<file path="config.mk">
export PLATFORM = sky130hd
export DESIGN_NAME = pktdma_top
export DESIGN_NICKNAME = d
export VERILOG_FILES = /design/src/rtl/pktdma_pkg.sv /design/src/rtl/pktdma_ctrl.sv /design/src/rtl/pktdma_dp.sv /design/src/rtl/pktdma_top.sv
export SDC_FILE = /design/constraint.sdc
export NUM_CORES = 1
export LEC_CHECK = 0
export ABC_CLOCK_PERIOD_IN_PS = 4080
export BUFFER_PORTS_ARGS = -buffer_cell sky130_fd_sc_hd__buf_2
export CAP_MARGIN = 20
export CORE_MARGIN = 1.5
export CORE_UTILIZATION = 50
export CTS_BUF_LIST = sky130_fd_sc_hd__clkbuf_4 sky130_fd_sc_hd__clkbuf_8
export DETAILED_ROUTE_END_ITERATION = 10
export GPL_TIMING_DRIVEN = 0
export MAX_ROUTING_LAYER = met4
export PLACE_DENSITY = 0.72
export SLEW_MARGIN = 5
export SYNTH_ARGS = -nofsm -noshare
export SYNTH_HDL_FRONTEND = slang
export SYNTH_HIERARCHICAL = 1
export SYNTH_SLANG_ARGS = --single-unit
</file>
<file path="constraint.sdc">
create_clock -name clk -period 4.08 [get_ports clk]
set_input_delay 0.204 -clock clk [delete_from_list [all_inputs] [get_ports clk]]
set_output_delay 0.204 -clock clk [all_outputs]
set_load 0.005 [all_outputs]
</file>
<file path="src/rtl/pktdma_pkg.sv">
package pktdma_pkg;
  typedef enum logic [1:0] {
    SEL_RDSLOT = 2'd0,
    SEL_RXDST  = 2'd1,
    SEL_WSLOT  = 2'd2
  } srcSel_e;

  typedef struct packed {
    logic    start;
    logic    dirRx;
    srcSel_e sel;
    logic    loadRdSlot;
    logic    clrRdSlot;
    logic    loadWs;
    logic    clrWs;
  } dpCmd_t;
endpackage

</file>
<file path="src/rtl/pktdma_ctrl.sv">
module pktdma_ctrl
  import pktdma_pkg::*;
(
  input  logic   clk,
  input  logic   rstN,
  input  logic   rxPktReady,
  input  logic   txSpaceOk,
  input  logic   wrReq,
  input  logic   busy,
  input  logic   lastWord,
  input  logic   rdSlotFull,
  input  logic   wsValid,
  output dpCmd_t cmd
);
  logic trigEn;
  logic trigNext;

  always_comb begin
    cmd      = '0;
    trigNext = trigEn;
    cmd.loadWs = wrReq && !wsValid;
    if (lastWord) begin
      if (rdSlotFull) begin
        cmd.start     = 1'b1;
        cmd.dirRx     = 1'b1;
        cmd.sel       = SEL_RDSLOT;
        cmd.clrRdSlot = 1'b1;
        trigNext      = 1'b0;
      end else if (rxPktReady) begin
        cmd.start = 1'b1;
        cmd.dirRx = 1'b1;
        cmd.sel   = SEL_RXDST;
        trigNext  = 1'b0;
      end else if (wsValid && txSpaceOk) begin
        cmd.start = 1'b1;
        cmd.dirRx = 1'b0;
        cmd.sel   = SEL_WSLOT;
        cmd.clrWs = 1'b1;
        trigNext  = 1'b0;
      end else begin
        trigNext = 1'b1;
      end
    end else if (!busy) begin
      if (trigEn && rxPktReady) begin
        cmd.start = 1'b1;
        cmd.dirRx = 1'b1;
        cmd.sel   = SEL_RXDST;
        trigNext  = 1'b0;
      end else if (wsValid && txSpaceOk) begin
        cmd.start = 1'b1;
        cmd.dirRx = 1'b0;
        cmd.sel   = SEL_WSLOT;
        cmd.clrWs = 1'b1;
      end
    end else begin
      if (trigEn && rxPktReady && !rdSlotFull) begin
        cmd.loadRdSlot = 1'b1;
        trigNext       = 1'b0;
      end
    end
  end

  always_ff @(posedge clk) begin
    if (!rstN) trigEn <= 1'b1;
    else       trigEn <= trigNext;
  end


  trig_off_when_parked_chk: assert property (@(posedge clk) disable iff (!rstN)
    rdSlotFull |-> !trigEn);


  idle_armed_chk: assert property (@(posedge clk) disable iff (!rstN)
    (!busy && $past(busy) && $past(rstN)) |-> trigEn);
endmodule

</file>
<file path="src/rtl/pktdma_dp.sv">
module pktdma_dp
  import pktdma_pkg::*;
#(
  parameter int ADDR_W    = 16,
  parameter int PKT_WORDS = 4,
  parameter logic [ADDR_W-1:0] NULL_ADDR = '0
) (
  input  logic              clk,
  input  logic              rstN,
  input  dpCmd_t            cmd,
  input  logic [ADDR_W-1:0] rxDstAddr,
  input  logic [ADDR_W-1:0] wrSrcAddr,
  input  logic              stepDown,
  output logic              busy,
  output logic              lastWord,
  output logic              rdSlotFull,
  output logic              wsValid,
  output logic              dirRx,
  output logic [ADDR_W-1:0] memAddr,
  output logic              doneIrq
);
  localparam int CNT_W = $clog2(PKT_WORDS + 1);

  logic [CNT_W-1:0]  cnt;
  logic [ADDR_W-1:0] curAddr;
  logic [ADDR_W-1:0] startAddr;
  logic [ADDR_W-1:0] rdSlot;
  logic [ADDR_W-1:0] wsAddr;
  logic              stepDnQ;
  logic              wsValidQ;
  logic              doneQ;

  assign busy       = (cnt != '0);
  assign lastWord   = (cnt == CNT_W'(1));
  assign rdSlotFull = (rdSlot != NULL_ADDR);
  assign wsValid    = wsValidQ;
  assign memAddr    = curAddr;
  assign doneIrq    = doneQ;

  always_comb begin
    case (cmd.sel)
      SEL_RDSLOT: startAddr = rdSlot;
      SEL_WSLOT:  startAddr = wsAddr;
      default:    startAddr = rxDstAddr;
    endcase
  end

  always_ff @(posedge clk) begin
    if (!rstN) begin
      cnt     <= '0;
      curAddr <= '0;
      dirRx   <= 1'b0;
      stepDnQ <= 1'b0;
      doneQ   <= 1'b0;
    end else begin
      doneQ <= lastWord;
      if (cmd.start) begin
        cnt     <= CNT_W'(PKT_WORDS);
        curAddr <= startAddr;
        dirRx   <= cmd.dirRx;
        stepDnQ <= stepDown;
      end else if (busy) begin
        cnt     <= cnt - CNT_W'(1);
        curAddr <= stepDnQ ? curAddr - ADDR_W'(1) : curAddr + ADDR_W'(1);
      end
    end
  end

  always_ff @(posedge clk) begin
    if (!rstN) begin
      rdSlot   <= NULL_ADDR;
      wsAddr   <= '0;
      wsValidQ <= 1'b0;
    end else begin
      if (cmd.loadRdSlot)     rdSlot <= rxDstAddr;
      else if (cmd.clrRdSlot) rdSlot <= NULL_ADDR;
      if (cmd.loadWs) begin
        wsAddr   <= wrSrcAddr;
        wsValidQ <= 1'b1;
      end else if (cmd.clrWs) begin
        wsValidQ <= 1'b0;
      end
    end
  end


  addr_step_chk: assert property (@(posedge clk) disable iff (!rstN)
    (busy && $past(busy) && !$past(lastWord)) |->
      (memAddr == (stepDnQ ? $past(curAddr) - ADDR_W'(1) : $past(curAddr) + ADDR_W'(1))));


  slot_only_busy_chk: assert property (@(posedge clk) disable iff (!rstN)
    rdSlotFull |-> busy);


  ws_hold_chk: assert property (@(posedge clk) disable iff (!rstN)
    (wsValidQ && !cmd.clrWs) |=> (wsValidQ && $stable(wsAddr)));


  no_overlap_chk: assert property (@(posedge clk) disable iff (!rstN)
    cmd.start |-> (!busy || lastWord));
endmodule

</file>
<file path="src/rtl/pktdma_top.sv">
module pktdma_top
  import pktdma_pkg::*;
#(
  parameter int ADDR_W    = 16,
  parameter int PKT_WORDS = 4,
  parameter logic [ADDR_W-1:0] NULL_ADDR = '0
) (
  input  logic              clk,
  input  logic              rstN,
  input  logic              rxPktReady,
  input  logic [ADDR_W-1:0] rxDstAddr,
  input  logic              txSpaceOk,
  input  logic              wrReq,
  input  logic [ADDR_W-1:0] wrSrcAddr,
  output logic              wrBusy,
  input  logic              stepDown,
  output logic              memReq,
  output logic              memWrite,
  output logic [ADDR_W-1:0] memAddr,
  output logic              rxFifoRd,
  output logic              txFifoWr,
  output logic              doneIrq
);
  dpCmd_t cmd;
  logic   busy;
  logic   lastWord;
  logic   rdSlotFull;
  logic   wsValid;
  logic   dirRx;

  pktdma_ctrl u_ctrl (
    .clk       (clk),
    .rstN      (rstN),
    .rxPktReady(rxPktReady),
    .txSpaceOk (txSpaceOk),
    .wrReq     (wrReq),
    .busy      (busy),
    .lastWord  (lastWord),
    .rdSlotFull(rdSlotFull),
    .wsValid   (wsValid),
    .cmd       (cmd)
  );

  pktdma_dp #(
    .ADDR_W   (ADDR_W),
    .PKT_WORDS(PKT_WORDS),
    .NULL_ADDR(NULL_ADDR)
  ) u_dp (
    .clk       (clk),
    .rstN      (rstN),
    .cmd       (cmd),
    .rxDstAddr (rxDstAddr),
    .wrSrcAddr (wrSrcAddr),
    .stepDown  (stepDown),
    .busy      (busy),
    .lastWord  (lastWord),
    .rdSlotFull(rdSlotFull),
    .wsValid   (wsValid),
    .dirRx     (dirRx),
    .memAddr   (memAddr),
    .doneIrq   (doneIrq)
  );

  assign memReq   = busy;
  assign memWrite = busy && dirRx;
  assign rxFifoRd = busy && dirRx;
  assign txFifoWr = busy && !dirRx;
  assign wrBusy   = wsValid;


  tx_space_chk: assert property (@(posedge clk) disable iff (!rstN)
    (txFifoWr && !$past(txFifoWr) && $past(rstN)) |-> $past(txSpaceOk));


  done_after_word_chk: assert property (@(posedge clk) disable iff (!rstN)
    doneIrq |-> $past(memReq));


  done_single_chk: assert property (@(posedge clk) disable iff (!rstN)
    doneIrq |=> !doneIrq);


  one_strobe_chk: assert property (@(posedge clk) disable iff (!rstN)
    memReq |-> $onehot({rxFifoRd, txFifoWr}));
endmodule

</file>
==> run_results.csv <==
group,metric,value,unit
outcome,status,"finished clean",
cells_and_area,fin_area,0.00402,mm²
die,die_y,86.9,µm
clocking,root_buffer,"clkbuf_8",
clocking,cts_tree,"done",
die,rows,30,
clocking,cts_setup_buffers,0,
timing,finalSetupTns,0,ns
yosys,synth_edf_count,0,
critical_path,cp.required,4.29,ns
timing,finalMaxSlewViolations,0,
timing,worst_pin_slew,0.756,ns
timing,relSlewSlack,0.496,
routing,routed_wl,8.36,mm
place,dpl-instance-area,0.00394,mm²
critical_path,reg2reg_setup_slack,0.50,ns
yosys,postSynthAreaPerCell,8.65,µm²
yosys,yosys.area.top_type,"dfxtp_1",
global_routing,grt_pass1_wl,13.7,mm
timing,clock-skew-final,0.0107,ns
die,io_pins,60,
clocking,cts-buffers-inserted,5,
power,total_power,3.09,mW
timing,setup-violations-final,0,
critical_path,crit_buf_inv,7,
place,post-place-ws,0.523,ns
routing,wl_per_cell,14.7,µm
min_path,holdPathStages,2,
critical_path,cp.depth,17,
yosys,synth_fp_nets,463,
place,dp_hpwl,6.48,mm
cells_and_area,nFillCells,633,
critical_path,r2r-start,"u_dp/cnt[0]",
clocking,cts_num_sinks,56,
yosys,yosysSeqAreaShare,0.318,
routing,drt_first_iter_violations,204,
yosys,async_flop_share,0,
die,fp.coreArea,0.00679,mm²
global_routing,grt_max_degree,21,
yosys,synthFlopType,"dfxtp_1",
power,cellPowerDensity,769,mW/mm²
critical_path,critPathLaunchType,"register",
yosys,synth_cells,407,
cells_and_area,drive_above_1_share,0.201,
routing,postRouteAntennaNets,0,
clocking,cts.path.max_buffers,2,
critical_path,path_cells,"inv_1, ha_1, nor2b_1, buf_2, inv_2, buf_1, mux2_4, o32a_1, nor2_1, buf_4, buf_2, buf_2, mux2i_1, o21ai_0, nand2_1, o21ai_0, and2_1",
yosys,synth.distinct_cells,59,
job,maxCapViolCount,0,
timing,whs,0.120,ns
timing,worst_slack,0.502,ns
power,max-vdd-ir-drop,0.000402,V
timing,rsz0062_at_grt,"no",
yosys,synth_top_area_frac,0.318,
global_routing,track_usage,0.238,
routing,dr_total_vias,3121,
critical_path,critPathMaxFanout,19,
timing,hold_violations,0,
clocking,cts_resized,0,
cells_and_area,synthToLayoutAreaGrowth,14.1,%
critical_path,r2r-end,"u_dp/memAddr[0]",
critical_path,critPathKind,"register to register",
cells_and_area,fin_nets,529,
timing,fmax,279,MHz
place,gp_congestion,0.934,
global_routing,grt_pass1_vias,2856,
critical_path,crit_arrival,3.79,ns
min_path,worstHoldEndpoint,"u_ctrl/trigEn",
yosys,synth_warnings,6,
clocking,clock_latency,0.31,ns
min_path,min_path_type,"input pin to register",
die,start_util,0.518,
die,die_w,86.9,µm
timing,period_share,0.877,
clocking,hold_buffers,0,
routing,route.detailed.drc,0,
yosys,netlist_top_cells_count,"dfxtp_1, nor2b_1, a21oi_1",
global_routing,grt_antenna_before_repair,0,
critical_path,critPathTopFamily,"buffers and inverters",
routing,firstDrtPassIters,4,
critical_path,cpPeakStageDelay,0.39,ns
place,port_buffers,59,
clocking,htreeDepth,2,
min_path,min_from,"rstN",
yosys,synth_area_leaders,"dfxtp_1, mux2i_1, nor2b_1",
clocking,clk_pin_slew,0.09,ns
power,cellLeakagePower,1.66,nW
critical_path,critPathCaptureType,"register",
critical_path,r2r_cells,17,
routing,avgViaCountPerCell,5.49,
global_routing,grt-ovfl-total,0,
critical_path,critical_path.most_common_cell,"buf_2",
die,dieArea,0.00756,mm²
cells_and_area,n_antenna_cell,0,
yosys,ys_ff_latch,56,
yosys,synthesis.area,0.00352,mm²
timing,fin_crit,3.58,ns
yosys,yosysMostFrequentCell,"dfxtp_1",
critical_path,slowest_stage,"mux2_4",
## placed cells by master, fill, tap and decap left out, drive strengths merged, types with 14 or more instances in the layout
cell     n
ha      17
nand2   32
mux2i   36
clkbuf  24
buf     69
dfxtp   56
nor3b   16
a21oi   43
o21ai   17
nor2b   40
nor2    14
## worst reg2reg max path, stage by stage, from the launching register on
cell and delay [ns]:
dfxtp_1 0.32, inv_1 0.11, ha_1 0.18, nor2b_1 0.12, buf_2 0.22, inv_2 0.14
buf_1 0.36, mux2_4 0.39, o32a_1 0.17, nor2_1 0.12, buf_4 0.12, buf_2 0.20
buf_2 0.34, mux2i_1 0.23, o21ai_0 0.11, nand2_1 0.10, o21ai_0 0.08, and2_1 0.17
## cells by family (layout without fill, tap and decap cells)
kind of cell,Yosys count,after routing,share of synthesized area
DFF,56,56,0.318
adders and majority gates,18,18,0.0661
muxes,41,41,0.119
buffers and inverters,36,102,0.0440
AOI/OAI and AO/OA,103,103,0.198
and+or+nand+nor,142,142,0.227
xor gates and xnor gates,11,11,0.0274
## per-layer routing
layer / GRT usage / up-vias / share of wire
met5: - / - / 0
met4: 0.0587 / 0 / 0.0087
met3: 0.0265 / 5 / 0.055
met2: 0.382 / 84 / 0.47
met1: 0.321 / 1450 / 0.47
li1: - / 1582 / -
## power breakdown
group | total (mW) | switching (mW) | leakage [nW] | internal, mW
clock | 0.296 | 0.172 | 0.0445 | 0.124
sequential | 0.860 | 0.145 | 0.459 | 0.715
combinational | 1.94 | 1.13 | 1.16 | 0.810
total | 3.09 | 1.44 | 1.66 | 1.65
## cell type report
class                           count  area (µm²)  area share
Clock inverter                      1        5.00     0.00125
Tap cell                           96         120      0.0299
Inverter                            8        30.0     0.00747
Buffer                             28         125      0.0311
Sequential cell                    56        1120       0.279
Timing Repair Buffer               59         295      0.0735
Clock buffer                        6        76.3      0.0190
Multi-Input combinational cell    315        2250       0.559
## how the worst max path moves through the flow
stage / start / to / slack, ns
2_1_floorplan: u_dp/cnt[0] / u_dp/memAddr[0] / 1.09
3_3_place_gp: u_dp/cnt[0] / u_dp/memAddr[0] / 0.61
3_5_place_dp: u_dp/cnt[0] / u_dp/memAddr[0] / 0.52
4_1_cts: u_dp/cnt[0] / u_dp/memAddr[0] / 0.52
5_1_grt: u_dp/cnt[0] / u_dp/memAddr[0] / 0.20
6_report: u_dp/cnt[0] / u_dp/memAddr[0] / 0.50
## metrics by stage
stage / instances / utilization
3_5_place_dp: 562 / 0.580
5_1_grt: 569 / 0.592
3_3_place_gp: 562 / 0.580
2_1_floorplan: 407 / -
6_report: 569 / 0.592
4_1_cts: 569 / 0.592
## flip-flops by register name (all words and copies together), names as in the netlist
signal	count
u_dp/rdSlot	16
u_dp/doneIrq	1
u_dp/cnt	3
u_ctrl/trigEn	1
u_dp/memAddr	16
u_dp/wsAddr	16
u_dp/wsValid	1
u_dp/stepDnQ	1
u_dp/dirRx	1
Power figures use the tool's default switching activity.
